File: src/rtl/phy_poll_pkg.sv
package phy_poll_pkg;

  localparam int unsigned STAT_DATA_W = 16;
  localparam logic [4:0]  STAT_REG_ADDR = 5'h19;
  localparam int unsigned LINK_POS = 2;
  localparam int unsigned AN_POS   = 15;
  localparam int unsigned SPD_LSB  = 8;
  localparam int unsigned SPD_W    = 3;
  localparam logic [SPD_W-1:0] SPD_100_FULL = 3'b101;

  typedef enum logic [1:0] {
    PS_WAIT = 2'd0,
    PS_REQ  = 2'd1,
    PS_HOLD = 2'd2,
    PS_TAKE = 2'd3
  } poll_st_t;

endpackage

File: src/rtl/poll_rst_sync.sv
module poll_rst_sync (
  input  logic clk,
  input  logic rst_n,
  output logic rst_ni
);
  logic [1:0] stage_q;

  always_ff @(posedge clk or negedge rst_n) begin
    if (!rst_n) stage_q <= 2'b00;
    else        stage_q <= {stage_q[0], 1'b1};
  end

  assign rst_ni = stage_q[1];
endmodule

File: src/rtl/poll_timer.sv
module poll_timer #(
  parameter int unsigned POLL_CYCLES = 1000
) (
  input  logic clk,
  input  logic rst_ni,
  input  logic clr,
  input  logic en,
  output logic expired
);
  localparam int unsigned CNT_W = (POLL_CYCLES > 2) ? $clog2(POLL_CYCLES) : 1;
  localparam logic [CNT_W-1:0] LAST = CNT_W'(POLL_CYCLES - 1);

  logic [CNT_W-1:0] cnt_q, cnt_d;

  assign expired = (cnt_q == LAST);

  always_comb begin
    cnt_d = cnt_q;
    if (clr)                cnt_d = '0;
    else if (en && !expired) cnt_d = cnt_q + 1'b1;
  end

  always_ff @(posedge clk or negedge rst_ni) begin
    if (!rst_ni) cnt_q <= '0;
    else         cnt_q <= cnt_d;
  end
endmodule

File: src/rtl/poll_seq.sv
module poll_seq
  import phy_poll_pkg::*;
(
  input  logic clk,
  input  logic rst_ni,
  input  logic mst_busy,
  input  logic tmr_expired,
  output logic tmr_clr,
  output logic tmr_en,
  output logic req_rd,
  output logic take
);
  poll_st_t st_q, st_d;

  always_comb begin
    st_d = st_q;
    unique case (st_q)
      PS_WAIT: if (tmr_expired && !mst_busy) st_d = PS_REQ;
      PS_REQ:  if (mst_busy)                 st_d = PS_HOLD;
      PS_HOLD: if (!mst_busy)                st_d = PS_TAKE;
      PS_TAKE:                               st_d = PS_WAIT;
      default:                               st_d = PS_WAIT;
    endcase
  end

  always_ff @(posedge clk or negedge rst_ni) begin
    if (!rst_ni) st_q <= PS_WAIT;
    else         st_q <= st_d;
  end

  assign req_rd  = (st_q == PS_REQ);
  assign take    = (st_q == PS_TAKE);
  assign tmr_clr = (st_q != PS_WAIT);
  assign tmr_en  = (st_q == PS_WAIT);

  // request released at the edge after busy is seen
  assert_req_release_R4: assert property (@(posedge clk) disable iff (!rst_ni)
    (req_rd && mst_busy) |=> !req_rd);

  // no new request launched over a busy bus
  assert_no_req_busy_R3: assert property (@(posedge clk) disable iff (!rst_ni)
    $rose(req_rd) |-> $past(!mst_busy));
endmodule

File: src/rtl/poll_decode.sv
module poll_decode
  import phy_poll_pkg::*;
#(
  parameter int unsigned DATA_W = STAT_DATA_W
) (
  input  logic              clk,
  input  logic              rst_ni,
  input  logic              take,
  input  logic              rd_fail,
  input  logic [DATA_W-1:0] rdata,
  output logic              link_up,
  output logic              an_done,
  output logic [SPD_W-1:0]  speed_code,
  output logic              is_100fd,
  output logic              no_resp,
  output logic              status_chg
);
  logic             link_q, link_d;
  logic             good_link_q, good_link_d;
  logic             an_q, an_d;
  logic [SPD_W-1:0] spd_q, spd_d;
  logic             nr_q, nr_d;
  logic             chg_q, chg_d;

  logic             new_link;
  logic [SPD_W-1:0] new_spd;
  logic             unused_rdata;

  assign new_link     = rdata[LINK_POS];
  assign new_spd      = rdata[SPD_LSB +: SPD_W];
  assign unused_rdata = ^rdata;

  always_comb begin
    link_d      = link_q;
    good_link_d = good_link_q;
    an_d        = an_q;
    spd_d       = spd_q;
    nr_d        = nr_q;
    chg_d       = 1'b0;
    if (take) begin
      if (rd_fail) begin
        nr_d   = 1'b1;
        link_d = 1'b0;
      end else begin
        nr_d        = 1'b0;
        link_d      = new_link;
        good_link_d = new_link;
        an_d        = rdata[AN_POS];
        spd_d       = new_spd;
        chg_d       = (new_link != good_link_q) || (new_spd != spd_q);
      end
    end
  end

  always_ff @(posedge clk or negedge rst_ni) begin
    if (!rst_ni) begin
      link_q      <= 1'b0;
      good_link_q <= 1'b0;
      an_q        <= 1'b0;
      spd_q       <= '0;
      nr_q        <= 1'b0;
      chg_q       <= 1'b0;
    end else begin
      link_q      <= link_d;
      good_link_q <= good_link_d;
      an_q        <= an_d;
      spd_q       <= spd_d;
      nr_q        <= nr_d;
      chg_q       <= chg_d;
    end
  end

  assign link_up    = link_q;
  assign an_done    = an_q;
  assign speed_code = spd_q;
  assign is_100fd   = (spd_q == SPD_100_FULL);
  assign no_resp    = nr_q;
  assign status_chg = chg_q;

  // a failed read forces the link down and freezes the other fields
  assert_fail_hold_R9: assert property (@(posedge clk) disable iff (!rst_ni)
    (take && rd_fail) |=> (no_resp && !link_up && $stable(spd_q) && $stable(an_q)));

  // link never reported up while the responder is missing
  assert_noresp_link_R9: assert property (@(posedge clk) disable iff (!rst_ni)
    no_resp |-> !link_up);

  // change indication lasts a single cycle
  assert_chg_single_R10: assert property (@(posedge clk) disable iff (!rst_ni)
    status_chg |=> !status_chg);

  // no change indication without a completed poll
  assert_chg_needs_take_R10: assert property (@(posedge clk) disable iff (!rst_ni)
    status_chg |-> $past(take && !rd_fail));
endmodule

File: src/rtl/phy_status_poller.sv
module phy_status_poller
  import phy_poll_pkg::*;
#(
  parameter int unsigned POLL_CYCLES = 1000,
  parameter logic [4:0]  DEV_ADDR    = 5'd1
) (
  input  logic                   clk,
  input  logic                   rst_n,
  input  logic                   mst_busy,
  input  logic [STAT_DATA_W-1:0] mst_rdata,
  input  logic                   mst_rd_fail,
  output logic                   req_rd,
  output logic [4:0]             reg_sel,
  output logic [4:0]             dev_sel,
  output logic                   link_up,
  output logic                   an_done,
  output logic [SPD_W-1:0]       speed_code,
  output logic                   is_100fd,
  output logic                   no_resp,
  output logic                   status_chg
);
  logic rst_ni;
  logic tmr_clr, tmr_en, tmr_expired, take;

  poll_rst_sync u_rst (
    .clk    (clk),
    .rst_n  (rst_n),
    .rst_ni (rst_ni)
  );

  poll_timer #(.POLL_CYCLES(POLL_CYCLES)) u_tmr (
    .clk     (clk),
    .rst_ni  (rst_ni),
    .clr     (tmr_clr),
    .en      (tmr_en),
    .expired (tmr_expired)
  );

  poll_seq u_seq (
    .clk         (clk),
    .rst_ni      (rst_ni),
    .mst_busy    (mst_busy),
    .tmr_expired (tmr_expired),
    .tmr_clr     (tmr_clr),
    .tmr_en      (tmr_en),
    .req_rd      (req_rd),
    .take        (take)
  );

  poll_decode #(.DATA_W(STAT_DATA_W)) u_dec (
    .clk        (clk),
    .rst_ni     (rst_ni),
    .take       (take),
    .rd_fail    (mst_rd_fail),
    .rdata      (mst_rdata),
    .link_up    (link_up),
    .an_done    (an_done),
    .speed_code (speed_code),
    .is_100fd   (is_100fd),
    .no_resp    (no_resp),
    .status_chg (status_chg)
  );

  assign reg_sel = STAT_REG_ADDR;
  assign dev_sel = DEV_ADDR;
endmodule

File: config.mk
export PLATFORM = sky130hd
export DESIGN_NAME = phy_status_poller
export DESIGN_NICKNAME = d
export VERILOG_FILES = /design/src/rtl/phy_poll_pkg.sv /design/src/rtl/poll_rst_sync.sv /design/src/rtl/poll_timer.sv /design/src/rtl/poll_seq.sv /design/src/rtl/poll_decode.sv /design/src/rtl/phy_status_poller.sv
export SDC_FILE = /design/constraint.sdc
export NUM_CORES = 1
export LEC_CHECK = 0
export ABC_AREA = 0
export BUFFER_PORTS_ARGS = -buffer_cell sky130_fd_sc_hd__buf_2
export CORE_MARGIN = 5
export CORE_UTILIZATION = 52
export CTS_CLUSTER_SIZE = 24
export DETAILED_ROUTE_END_ITERATION = 10
export PLACE_DENSITY = 0.92
export REMOVE_ABC_BUFFERS = 1
export SYNTH_ARGS = -nofsm -noshare
export SYNTH_HDL_FRONTEND = slang
export SYNTH_SLANG_ARGS = --single-unit
File: constraint.sdc
create_clock -name clk -period 1.7 [get_ports clk]
set_clock_uncertainty 0.15 [all_clocks]
set_input_delay 0.085 -clock clk [delete_from_list [all_inputs] [get_ports clk]]
set_output_delay 0.085 -clock clk [all_outputs]
set_load 0.01 [all_outputs]
==> parameters.txt <==
Parameter                              Value

Run status
  Result of the run ... finished with violations
  Violations in the final reports ... negative hold slack, negative setup slack

Timing
  Top achievable clock speed ... 0.562 GHz
  Final-report hold violation count ... 7
  Period Utilization, post-route ... 105%
  RSZ-0062 raised after global routing ... true
  Time the worst path needs with I/O delays and setup ... 1.78 ns
  Hold_ws ... -0.00782 ns
  TNS Setup ... -0.126 ns
  Slew Limit Fails ... 0
  Number of setup violations in the final report ... 2
  Post-route worst setup slack ... -0.0786 ns

Layout
  Area added between synthesis and finish ... 33.7%
  Number of nets in the layout ... 180
  Diodes inserted ... 0
  Final non-filler cell area ... 1540 sq um
  Share of layout cells above drive strength 1 ... 34.4%
  Fill cell total of the finished layout ... 173

Floorplanning
  Number of top-level pins ... 39
  Core Region ... 2170 sq um
  Initial Utilization ... 53.1%
  Width of the die ... 57.1 um
  Die Outline Area ... 3250 sq um
  Number of core rows ... 17
  Height of the die ... 57.1 um

GRT
  Number of global-route vias before repair ... 975
  Antenna violations before repair ... 0
  Pin count of the biggest net entering global routing ... 14
  Final global-route overflow total ... 0
  Total routing resource utilization after global routing ... 16.7%
  Wire length of the first global-routing pass ... 4.26 mm

Critical path
  Delay-heaviest family, CP ... simple AND/OR/NAND/NOR gates
  Critical R2R Launch ... u_tmr.cnt_q[0]$_DFFE_PN0P_
  WP buf/inv ... 0
  Maximum fanout along the worst path ... 2
  Critical Path End Type ... register
  FF-to-FF path depth ... 5
  Worst stage delay on the critical path ... 0.45 ns
  Slowest stage cell, crit path ... sky130_fd_sc_hd__or4_4
  Startpoint-to-endpoint class of the critical path ... reg2reg
  Ordered list of cells on the worst path ... ha_2 -> nand2_2 -> or4_4 -> a21oi_4 -> mux2_4
  Required time at the endpoint of the critical path ... 1.76 ns
  Crit path arrival time ... 1.83 ns
  Worst R2R End ... u_seq.st_q[1]$_DFFE_PN0P_
  Setup slack of the most critical reg-to-reg path ... -0.08 ns
  Sort of element at the start of the critical path ... register

Route
  Wire length per cell after detailed routing ... 12.9 um
  Router iterations before antenna repair ... 4
  Vias/cell ... 4.87
  DR iter-0 viols ... 12
  Final ANT Viol Nets ... 0
  Post-route DRC ... 0
  Overall routed net length ... 2.35 mm
  Vias ... 886

Logic synthesis
  Number of instances in the synthesized netlist ... 107
  Most common library cells after synthesis ... sky130_fd_sc_hd__dfrtp_1, sky130_fd_sc_hd__buf_4, sky130_fd_sc_hd__nand2_1, sky130_fd_sc_hd__xor2_1, sky130_fd_sc_hd__and2_1
  Flops & latches, synth ... 22
  Proportion of netlist area held by the largest area contributor ... 47.8%
  Library cell with the largest summed area after synthesis ... sky130_fd_sc_hd__dfrtp_1
  Number of library cell types mapped by synthesis ... 30
  Most common cell in the synthesized netlist ... sky130_fd_sc_hd__dfrtp_1
  Synthesis warning total ... 0
  Post-synth design cell area ... 1150 sq um
  Commonest register cell after synthesis ... sky130_fd_sc_hd__dfrtp_1
  Dominant cells by area after synthesis ... sky130_fd_sc_hd__dfrtp_1, sky130_fd_sc_hd__buf_4, sky130_fd_sc_hd__xor2_1
  Share of the yosys chip area belonging to registers ... 47.8%
  Post-synthesis area per instance ... 10.8 sq um
  Number of flops mapped to enable cells by yosys ... 0
  Asr flop ratio synth ... 100%

Pwr
  Worst VDD drop ... 0.00108 V
  Leakage Power ... 0.000774 uW
  Power per unit of standard cell area ... 1270 nW/um^2

Clocking
  Maximum clock insertion buffer count ... 2
  Latest clock arrival within the worst-skew pair ... 0.30 ns
  CTS tree ... done
  Clock tree root driver cell ... sky130_fd_sc_hd__clkbuf_4
  H-tree levels ... 1
  TritonCTS buffer count ... 3
  Clock-pin slew on the worst setup and hold paths ... 0.13 ns
  Sinks on the clock net ... 22

Placement
  Number of buffer cells added on primary ports ... 17
  Half-perimeter wire length after detailed placement ... 1.70 mm
  Total placed instance area ... 1330 sq um
  Placer's final routability congestion estimate ... 0.842

Hold path
  Worst min-delay path class ... reg2async

Job
  Max-cap viol count ... 0
cell usage in the layout (no fill, tap or decap), types with 2 or more instances in the layout:
| cell type | count |
|---|---|
| sky130_fd_sc_hd__buf_4 | 20 |
| sky130_fd_sc_hd__nor2b_1 | 2 |
| sky130_fd_sc_hd__ha_1 | 4 |
| sky130_fd_sc_hd__xnor2_1 | 3 |
| sky130_fd_sc_hd__inv_1 | 4 |
| sky130_fd_sc_hd__mux2_2 | 5 |
| sky130_fd_sc_hd__and2_1 | 7 |
| sky130_fd_sc_hd__clkbuf_4 | 3 |
| sky130_fd_sc_hd__dlygate4sd3_1 | 9 |
| sky130_fd_sc_hd__a21boi_0 | 3 |
| sky130_fd_sc_hd__nand2_1 | 7 |
| sky130_fd_sc_hd__conb_1 | 11 |
| sky130_fd_sc_hd__buf_2 | 17 |
| sky130_fd_sc_hd__nor2_1 | 4 |
| sky130_fd_sc_hd__nand4_1 | 2 |
| sky130_fd_sc_hd__nor3_1 | 3 |
| sky130_fd_sc_hd__o21ai_0 | 3 |
| sky130_fd_sc_hd__nand3_1 | 2 |
| sky130_fd_sc_hd__dfrtp_1 | 22 |
| sky130_fd_sc_hd__xor2_1 | 8 |
worst register-to-register path: cells and delay by family, from the launching register on:
kind | cells | cell delay, ns
AOI/OAI and AO/OA | 1 | 0.15
adders and majority gates | 1 | 0.20
DFF | 1 | 0.38
muxes | 1 | 0.30
and+or+nand+nor | 2 | 0.50
layer usage:
layer  track usage [%]  vias to the layer above  wire length, um
met5                 0                        -                0
met4              7.62                        0               38
met3              2.94                        4              106
met2              30.2                       20             1240
met1              18.9                      434              966
li1                  -                      428                -
logic make-up after synthesis:
family                   Yosys count  share of synthesized area (%)
AO/OA/AOI/OAI                     11                           6.74
XOR/XNOR                          11                           8.37
multiplexers                       7                           6.74
flip-flops                        22                           47.8
buffers and inverters             17                           9.46
AND/OR/NAND/NOR                   32                           14.8
other                              2                          0.652
adder cells (fa/ha/maj)            5                           5.43
registers in the layout, summed over array words and instances (netlist names):
register	flops
u_rst.stage_q	2
u_seq.st_q	2
u_tmr.cnt_q	10
u_dec.status_chg	1
u_dec.an_done	1
u_dec.good_link_q	1
u_dec.no_resp	1
u_dec.link_up	1
u_dec.speed_code	3
what timing repair did:
action / CTS / global route
buffers inserted: 3 / 2
pin swaps: 5 / 2
hold buffers: 9 / 0
gates resized for setup: 3 / 3
hold endpoints to repair: 10 / 0
setup endpoints to repair: 6 / 4
how the worst max path moves through the flow:
stage	slack (ns)	to	from	cells after the start
finish	-0.08	u_seq.st_q[1]$_DFFE_PN0P_	u_tmr.cnt_q[0]$_DFFE_PN0P_	5
global route	-0.12	u_seq.st_q[1]$_DFFE_PN0P_	u_tmr.cnt_q[0]$_DFFE_PN0P_	5
CTS	-0.06	u_seq.st_q[1]$_DFFE_PN0P_	u_tmr.cnt_q[8]$_DFFE_PN0P_	4
detailed placement	-0.20	u_seq.st_q[1]$_DFFE_PN0P_	u_tmr.cnt_q[0]$_DFFE_PN0P_	5
global placement	-0.11	u_seq.st_q[1]$_DFFE_PN0P_	u_tmr.cnt_q[0]$_DFFE_PN0P_	5
floorplan	-0.19	u_seq.st_q[1]$_DFFE_PN0P_	u_tmr.cnt_q[0]$_DFFE_PN0P_	5
metrics by stage:
stage,setup slack [ns],hold slack [ns],std cells,power (uW),util (%)
5_1_grt,-0.124,0.0289,182,2090,70.9
3_3_place_gp,-0.115,-0.278,164,1400,61.4
4_1_cts,-0.0620,0.0112,180,1900,69.4
6_report,-0.0786,-0.00782,182,1950,70.9
3_5_place_dp,-0.201,-0.276,164,1440,61.4
2_1_floorplan,-0.186,-0.361,103,1160,-
power by group:
group	switching (uW)	internal (uW)
sequential	113	655
clock	163	238
combinational	358	421
total	634	1320
cell type report:
class / instances / area, sq um / share of cell area [%]
Multi-Input combinational cell: 77 / 549 / 35.7
Clock inverter: 1 / 30.0 / 1.95
Clock buffer: 3 / 22.5 / 1.46
Tap cell: 28 / 35.0 / 2.28
Sequential cell: 22 / 551 / 35.8
Timing Repair Buffer: 47 / 337 / 21.9
Inverter: 4 / 15.0 / 0.976
Note: power is estimated with default switching activity, not from simulation.
